$ cat src/rtl/banked_regfile.sv
module banked_regfile #(
  parameter int unsigned WORD_W = 16,
  parameter int unsigned ADDR_W = 20
) (
  input  logic                  clk,
  input  logic                  rst,
  input  logic [3:0]            rd_a_sel,
  input  logic [1:0]            rd_a_size,
  output logic [2*WORD_W-1:0]   rd_a_data,
  input  logic [3:0]            rd_b_sel,
  input  logic [1:0]            rd_b_size,
  output logic [2*WORD_W-1:0]   rd_b_data,
  input  logic                  wr_en,
  input  logic [3:0]            wr_sel,
  input  logic [1:0]            wr_size,
  input  logic [2*WORD_W-1:0]   wr_data
);
  localparam int unsigned PAIR_W = 2 * WORD_W;
  localparam int unsigned HALF_W = WORD_W / 2;
  localparam int unsigned TBH_W  = ADDR_W - WORD_W;
  localparam int unsigned NREG   = 7;

  localparam logic [3:0] C_R0 = 4'd0, C_R1 = 4'd1, C_R2 = 4'd2, C_R3 = 4'd3;
  localparam logic [3:0] C_A0 = 4'd4, C_FB = 4'd6, C_PC = 4'd7;
  localparam logic [3:0] C_TBH = 4'd8, C_TBL = 4'd9, C_SP = 4'd10;
  localparam logic [3:0] C_USP = 4'd11, C_ISP = 4'd12, C_SB = 4'd13, C_FLG = 4'd14;
  localparam logic [1:0] SZ_LO = 2'd0, SZ_HI = 2'd1, SZ_WORD = 2'd2, SZ_PAIR = 2'd3;
  localparam logic [WORD_W-1:0] FLG_MASK = WORD_W'(16'h70FF);
  localparam int unsigned BANK_BIT = 4;
  localparam int unsigned SPSEL_BIT = 7;

  logic [WORD_W-1:0] bank_q [2][NREG];
  logic [ADDR_W-1:0] pc_q;
  logic [TBH_W-1:0]  tbh_q;
  logic [WORD_W-1:0] tbl_q, usp_q, isp_q, sb_q, flg_q;

  logic bnk, use_usp;
  assign bnk     = flg_q[BANK_BIT];
  assign use_usp = flg_q[SPSEL_BIT];

  function automatic logic [PAIR_W-1:0] read_reg(input logic [3:0] sel, input logic [1:0] sz);
    logic [WORD_W-1:0] w;
    logic [PAIR_W-1:0] r;
    logic split;
    split = (sel == C_R0) || (sel == C_R1);
    w = '0;
    r = '0;
    if (sel <= C_FB) w = bank_q[bnk][sel[2:0]];
    case (sz)
      SZ_LO:   if (split) r = PAIR_W'(w[HALF_W-1:0]);
      SZ_HI:   if (split) r = PAIR_W'(w[WORD_W-1:HALF_W]);
      SZ_PAIR: if (split) r = {bank_q[bnk][sel[0] ? 3 : 2], w};
      default: begin
        case (sel)
          C_PC:    r = PAIR_W'(pc_q);
          C_TBH:   r = PAIR_W'(tbh_q);
          C_TBL:   r = PAIR_W'(tbl_q);
          C_SP:    r = PAIR_W'(use_usp ? usp_q : isp_q);
          C_USP:   r = PAIR_W'(usp_q);
          C_ISP:   r = PAIR_W'(isp_q);
          C_SB:    r = PAIR_W'(sb_q);
          C_FLG:   r = PAIR_W'(flg_q);
          4'd15:   r = '0;
          default: r = PAIR_W'(w);
        endcase
      end
    endcase
    return r;
  endfunction

  always_comb rd_a_data = read_reg(rd_a_sel, rd_a_size);
  always_comb rd_b_data = read_reg(rd_b_sel, rd_b_size);

  logic is_split, is_word;
  assign is_split = (wr_sel == C_R0) || (wr_sel == C_R1);
  assign is_word  = (wr_size == SZ_WORD);

  always_ff @(posedge clk) begin
    if (rst) begin
      for (int b = 0; b < 2; b++)
        for (int i = 0; i < NREG; i++)
          bank_q[b][i] <= '0;
      pc_q  <= '0;
      tbh_q <= '0;
      tbl_q <= '0;
      usp_q <= '0;
      isp_q <= '0;
      sb_q  <= '0;
      flg_q <= '0;
    end else if (wr_en) begin
      if (wr_sel <= C_FB) begin
        if (is_word)
          bank_q[bnk][wr_sel[2:0]] <= wr_data[WORD_W-1:0];
        else if (is_split) begin
          case (wr_size)
            SZ_LO: bank_q[bnk][wr_sel[2:0]][HALF_W-1:0] <= wr_data[HALF_W-1:0];
            SZ_HI: bank_q[bnk][wr_sel[2:0]][WORD_W-1:HALF_W] <= wr_data[HALF_W-1:0];
            default: begin
              bank_q[bnk][wr_sel[2:0]] <= wr_data[WORD_W-1:0];
              bank_q[bnk][wr_sel[0] ? 3 : 2] <= wr_data[PAIR_W-1:WORD_W];
            end
          endcase
        end
      end else if (is_word) begin
        case (wr_sel)
          C_PC:  pc_q  <= wr_data[ADDR_W-1:0];
          C_TBH: tbh_q <= wr_data[TBH_W-1:0];
          C_TBL: tbl_q <= wr_data[WORD_W-1:0];
          C_SP:  if (use_usp) usp_q <= wr_data[WORD_W-1:0];
                 else         isp_q <= wr_data[WORD_W-1:0];
          C_USP: usp_q <= wr_data[WORD_W-1:0];
          C_ISP: isp_q <= wr_data[WORD_W-1:0];
          C_SB:  sb_q  <= wr_data[WORD_W-1:0];
          C_FLG: flg_q <= wr_data[WORD_W-1:0] & FLG_MASK;
          default: ;
        endcase
      end
    end
  end

  logic [NREG*WORD_W-1:0] bank0_flat, bank1_flat;
  always_comb begin
    for (int i = 0; i < NREG; i++) begin
      bank0_flat[i*WORD_W +: WORD_W] = bank_q[0][i];
      bank1_flat[i*WORD_W +: WORD_W] = bank_q[1][i];
    end
  end

  logic [WORD_W-1:0] cur_r0, cur_r1, cur_r3;
  assign cur_r0 = bank_q[bnk][0];
  assign cur_r1 = bank_q[bnk][1];
  assign cur_r3 = bank_q[bnk][3];

  p_reset_state_r1: assert property (@(posedge clk) disable iff (rst)
    $past(rst) |-> (flg_q == '0 && pc_q == '0 && isp_q == '0 && bank0_flat == '0));

  p_bank_isolate_r2: assert property (@(posedge clk) disable iff (rst)
    (wr_en && !bnk) |=> $stable(bank1_flat));

  p_bank_isolate_b_r2: assert property (@(posedge clk) disable iff (rst)
    (wr_en && bnk) |=> $stable(bank0_flat));

  p_byte_keep_r3: assert property (@(posedge clk) disable iff (rst)
    (wr_en && wr_sel == C_R0 && wr_size == SZ_LO) |=>
      (cur_r0[WORD_W-1:HALF_W] == $past(cur_r0[WORD_W-1:HALF_W])));

  p_pair_write_r4: assert property (@(posedge clk) disable iff (rst)
    (wr_en && wr_sel == C_R1 && wr_size == SZ_PAIR) |=> ({cur_r3, cur_r1} == $past(wr_data)));

  p_pc_width_r5: assert property (@(posedge clk) disable iff (rst)
    (wr_en && wr_sel == C_PC && wr_size == SZ_WORD) |=> (pc_q == $past(wr_data[ADDR_W-1:0])));

  p_sp_alias_r6: assert property (@(posedge clk) disable iff (rst)
    (wr_en && wr_sel == C_SP && use_usp) |=> $stable(isp_q));

  p_flag_mask_r7: assert property (@(posedge clk) disable iff (rst)
    (wr_en && wr_sel == C_FLG && wr_size == SZ_WORD) |=>
      (flg_q == ($past(wr_data[WORD_W-1:0]) & FLG_MASK)));

  p_ignore_size_r9: assert property (@(posedge clk) disable iff (rst)
    (wr_en && wr_sel == C_A0 && wr_size != SZ_WORD) |=>
      ($stable(bank0_flat) && $stable(bank1_flat)));

endmodule

$ cat config.mk
export PLATFORM = sky130hd
export DESIGN_NAME = banked_regfile
export DESIGN_NICKNAME = d
export VERILOG_FILES = /design/src/rtl/banked_regfile.sv
export SDC_FILE = /design/constraint.sdc
export NUM_CORES = 1
export LEC_CHECK = 0
export BUFFER_PORTS_ARGS = -buffer_cell sky130_fd_sc_hd__buf_2
export CELL_PAD_IN_SITES_DETAIL_PLACEMENT = 2
export CELL_PAD_IN_SITES_GLOBAL_PLACEMENT = 2
export CORE_MARGIN = 3
export CORE_UTILIZATION = 35
export CTS_BUF_LIST = sky130_fd_sc_hd__clkbuf_16
export DETAILED_ROUTE_END_ITERATION = 12
export PLACE_DENSITY_LB_ADDON = 0.1
export SYNTH_ARGS = -nofsm -noshare
export SYNTH_HDL_FRONTEND = slang
export SYNTH_SLANG_ARGS = --single-unit
export TNS_END_PERCENT = 100
$ cat constraint.sdc
create_clock -name clk -period 2.2 [get_ports clk]
set_input_delay 0.22 -clock clk [delete_from_list [all_inputs] [get_ports clk]]
set_output_delay 0.22 -clock clk [all_outputs]
set_load 0.01 [all_outputs]
# After elaboration in Yosys (flattened, before gate mapping)

Memories as Yosys holds them, arrays and structs flattened. A register that Yosys moved wholly into a read port is not among the register bits.
Index checks and enable logic that the tools add are counted.

Bits in registers: 99
Output and inout port bits: 64
Memories: 1
Bits in writable memories: 224

Magnitude comparators: 11
Equality and inequality tests: 37
Bitwise gates (word level): 455
Reductions and logical operators: 22
Multiplexer cells: 522

Memory list:

| name   | words | width | rd ports | clocked after memory_dff | write ports | RTL line | source |
|---|---|---|---|---|---|---|---|
| bank_q | 2     | 112   | 1        | 1                        | 2           | 32       | `logic [WORD_W-1:0] bank_q [2][NREG];` |

Operator list:

| kind                | number |
|---|---|
| $mux 112            | 7 |
| $mux 1              | 478 |
| $or 1x1->1          | 448 |
| $pmux 20 s9         | 2 |
| $mux 16             | 16 |
| $bmux 16 s3         | 4 |
| $demux 16 s3        | 4 |
| $pmux 32 s3         | 2 |
| $reduce_or 112->1   | 1 |
| $ge 32x4->1 const B | 3 |
| $not 2->32          | 3 |
| $eq 4x4->1 const B  | 23 |
| $mux 32             | 2 |
| $pmux 16 s2         | 2 |
| $mux 8              | 5 |
| $lt 32x1->1 const B | 1 |
| $reduce_and 4->1    | 5 |
| $eq 4x1->1 const B  | 3 |
| $eq 4x3->1 const B  | 3 |
| $ge 4x4->1 const B  | 3 |
| $le 4x3->1 const B  | 3 |
| $logic_not 4->1     | 3 |
| $not 3->4           | 3 |
| $reduce_and 5->1    | 2 |
| 10 further kinds    | 21 |

# Longest topological paths before layout

Depth in word-level cells: 14
Mapped depth: 10
Depth with buffers taken out: 6

# Worst setup path before layout

OpenSTA, ideal clock, no wires.

Kind: input-to-reg
Start: input rst
End: memory bank_q[0][80] (netlist bit), enable pin
Slack: -187 ps
Stages on the path: 6
Path buffers: 2
Arrival time: 2000 ps
Setup time: 387 ps
Required time: 1813 ps
Cells stage by stage: clkbuf_1 nor2_1 nand2_1 or2_2 clkbuf_1 o31ai_1

RTL lines:

| what               | RTL line | source |
|---|---|---|
| start: declaration | 6        | `input logic rst,` |
| end: declaration   | 32       |  |

# Worst setup path in the final report

Start: register flg_q[7]
End: output rd_a_data[6]

Word-level cells in the longest chain between the ends: 3

Ends and longest elaborated chain:

| what                     | RTL line | source |
|---|---|---|
| start: declaration       | 35       | `logic [WORD_W-1:0] tbl_q, usp_q, isp_q, sb_q, flg_q;` |
| start signal: assignment | 114      | `C_FLG: flg_q <= wr_data[WORD_W-1:0] & FLG_MASK;` |
| $mux 16                  | 58       | `C_SP: r = PAIR_W'(use_usp ? usp_q : isp_q);` |
| $pmux 20 s9              | 54       | `case (sel)` |
| $pmux 32 s3              | 49       | `case (sz)` |
| end: declaration         | 9        | `output logic [2*WORD_W-1:0] rd_a_data,` |

No other way between the ends.

==> impl_metrics.json <==
{
  "outcome": "finished, violations left",
  "violations": "setup timing",
  "ys.flop_type": "edfxtp_1",
  "seq_area_um2": 8736,
  "numCtsBuffers": 41,
  "critPathLaunch": "flg_q[7]$_SDFFE_PP0P_",
  "max_slew.worst_pin.slew_ns": 1.126,
  "gr-total-overflow": 0,
  "hold_viol": 0,
  "cpLargestDelayFamily": "compound AO/OA/AOI/OAI gates",
  "rows": 84,
  "path_buf_inv": 1,
  "clockRootBuffer": "clkbuf_16",
  "r2r-start": "flg_q[4]$_SDFFE_PP0P_",
  "hold_class": "primary input to flip-flop",
  "end_kind": "primary output",
  "final_common_cell": "buf_4",
  "crit_top_cell": "mux2_4",
  "crit_path_cell_trace": "mux2_4 -> mux2_4 -> a222oi_1 -> nor2_1 -> a221oi_2 -> o22ai_2 -> buf_2",
  "yosysWarnings": 0,
  "tns_ns": -33.89,
  "grt_pass1_vias": 18260,
  "critPathLaunchType": "flip-flop",
  "synth-edff-count": 224,
  "max_stage_delay_ns": 0.58,
  "portBuffers": 116,
  "io_pins": 117,
  "ys_seq_elements": 324,
  "hold_end": "bank_q[1][76]$_DFFE_PP_",
  "synthArstFlopShare_pct": 0,
  "grt_usage_pct": 30.74,
  "cp.arrival_ns": 2.89,
  "cts.htree.levels": 2,
  "peakVddDrop_mv": 0.4558,
  "final_cell_mix": "buf_4, nor2_1, edfxtp_1, mux2i_1",
  "fin_crit_sh_pct": 141.2,
  "rsz0062_at_grt": "true",
  "post_drt_via_cell_ratio": 5.903,
  "syn_to_final_growth_pct": 33.70,
  "clkLatencyLatePin_ns": 0.57,
  "place_ws_ns": -0.5029,
  "core_um2": 52970,
  "die_w_um": 238.2,
  "r2r-end": "bank_q[0][65]$_SDFFCE_PN0P_",
  "wl_per_cell_um": 31.20,
  "clock_path_buffers": 3,
  "antennaDiodeCount": 0,
  "grt_antenna_before_repair": 0,
  "start_util_pct": 35.62,
  "nNetsFinal": 2177,
  "tritoncts": "done",
  "slew_headroom_pct": 24.96,
  "final_layout_size_suffix_gt1_share_pct": 38.24,
  "ant_nets": 0,
  "multi_input_area_um2": 9945,
  "finalWorstSetupSlack_ns": -0.9056,
  "p_leak_uw": 0.009785,
  "setup_viol": 64,
  "final_util_pct": 47.62,
  "grt_pass1_wl_mm": 127.3,
  "ys_seq_area_share_pct": 46.27,
  "place_congestion": 0.9153,
  "die_area_um2": 56720,
  "dr.pass1.iters": 5,
  "yosysUniqueCellTypes": 69,
  "dieHeight_um": 238.2,
  "hold_depth": 3,
  "cellPowerDensity_nw_per_um2": 606.9,
  "yosysTopAreaCellShare_pct": 35.65,
  "clk_pin_slew_ns": 0.06,
  "grt_max_degree": 95,
  "worstHoldStart": "wr_data[28]",
  "crit_fanout": 2,
  "slew_viol_final": 0,
  "syn_inst": 1697,
  "slowest_stage": "a222oi_1",
  "min_period_ns": 3.106,
  "yosys.area.top_type": "edfxtp_1",
  "drt_iter0_markers": 1426,
  "synth.avg_cell_area_um2": 11.12,
  "criticalPathCategory": "flip-flop to primary output",
  "syn-cell-area_um2": 18870,
  "synth.area.top_cells": "edfxtp_1, mux2i_1, dfxtp_1",
  "reg2reg_depth": 6,
  "synth_fp_nets": 1750,
  "fillers": 5362,
  "cts.sinks": 324,
  "max_freq_mhz": 322.0,
  "finClkSkew_ns": 0.01180,
  "wl_mm": 88.70,
  "drc": 0,
  "required_ns": 1.98,
  "vias": 16780,
  "finalPower_uw": 15310,
  "dp_hpwl_mm": 66.49,
  "max_cap_violations": 0,
  "reg2reg_slack_ns": 0.25
}
[repair_timing]
action / CTS / global route
endpoints found under the hold margin: 3 / 0
pin swaps: 31 / 28
setup buffers: 23 / 20
hold buffers: 3 / 0
endpoints found under the setup margin: 64 / 64
gates resized for setup: 143 / 96
[worst max-delay path by stage]
stage | slack [ns] | end | cells past startpoint
detailed placement | -0.50 | rd_a_data[3] | 8
global placement | -0.47 | rd_a_data[3] | 8
finish | -0.91 | rd_a_data[6] | 7
floorplan | -0.13 | bank_q[0][0]$_SDFFCE_PN0P_ | 6
global route | -0.96 | rd_a_data[2] | 11
CTS | -0.92 | rd_a_data[3] | 9
[layout make-up]
cell class	count	area share, %
clock buffer	41	4.067
inverter	19	0.2827
timing repair buffer	533	17.54
sequential	324	34.63
clock inverter	33	0.6349
multi-input combinational	1205	39.42
tap	688	3.413
[per-stage QoR]
step                hold slack (ns)  area [um^2]  instances
detailed placement           0.4943        22730       2728
floorplan                    0.3672        18880       1697
global route                0.04089        25220       2843
global placement             0.4797        22730       2728
CTS                        0.003786        24710       2827
finish                      0.02657        25220       2843
[metal layers]
metal	part of all wire [%]	vias up	track usage [%]
li1	-	7226	-
met1	42	8799	40.77
met2	47	590	50.65
met3	6.1	166	5.224
met4	4.3	0	11.58
met5	0	-	0
[cells in the mapped netlist, drive strengths merged (5+ instances only)]
cell type  count
nor2         311
edfxtp       224
mux2i        220
nand2        101
dfxtp        100
mux4          93
clkbuf        85
buf           63
and2          61
o21ai         60
a21oi         43
o22ai         40
a221oi        28
mux2          26
nand3         20
nor2b         20
a22oi         19
inv           19
nand2b        16
nor3          14
o211ai        13
and3          10
o31ai         10
a211o          9
a211oi         8
a221o          7
a22o           7
or3            7
a32o           5
o32ai          5
or2            5
[power breakdown]
part           total (uW)  leakage (uW)  switching [uW]  internal, uW
clock network        6200      0.000620            2810          3390
registers            6820       0.00308             129          6690
logic                2290       0.00609            1340           949
[worst min-delay path, stage by stage]
cell	delay [ns]
buf_2	0.09
mux2i_1	0.09
nor2_1	0.08
[flip-flops by register name, summed over array words and instances (netlist names), named ones only]
register / cells
tbh_q: 4
isp_q: 16
bank_q: 224
pc_q: 20
flg_q: 11
tbl_q: 16
sb_q: 16
usp_q: 16
[cells by family (layout without fill, tap and decap cells)]
group | count (synthesis) | count (layout) | share of synthesized area [%]
buf+inv | 168 | 626 | 4.855
xor+xnor | 1 | 1 | 0.04643
simple gates | 579 | 579 | 13.70
flops | 324 | 324 | 46.27
compound gates | 286 | 286 | 10.55
mux | 339 | 339 | 24.59
Power figures use the tool's default switching activity.
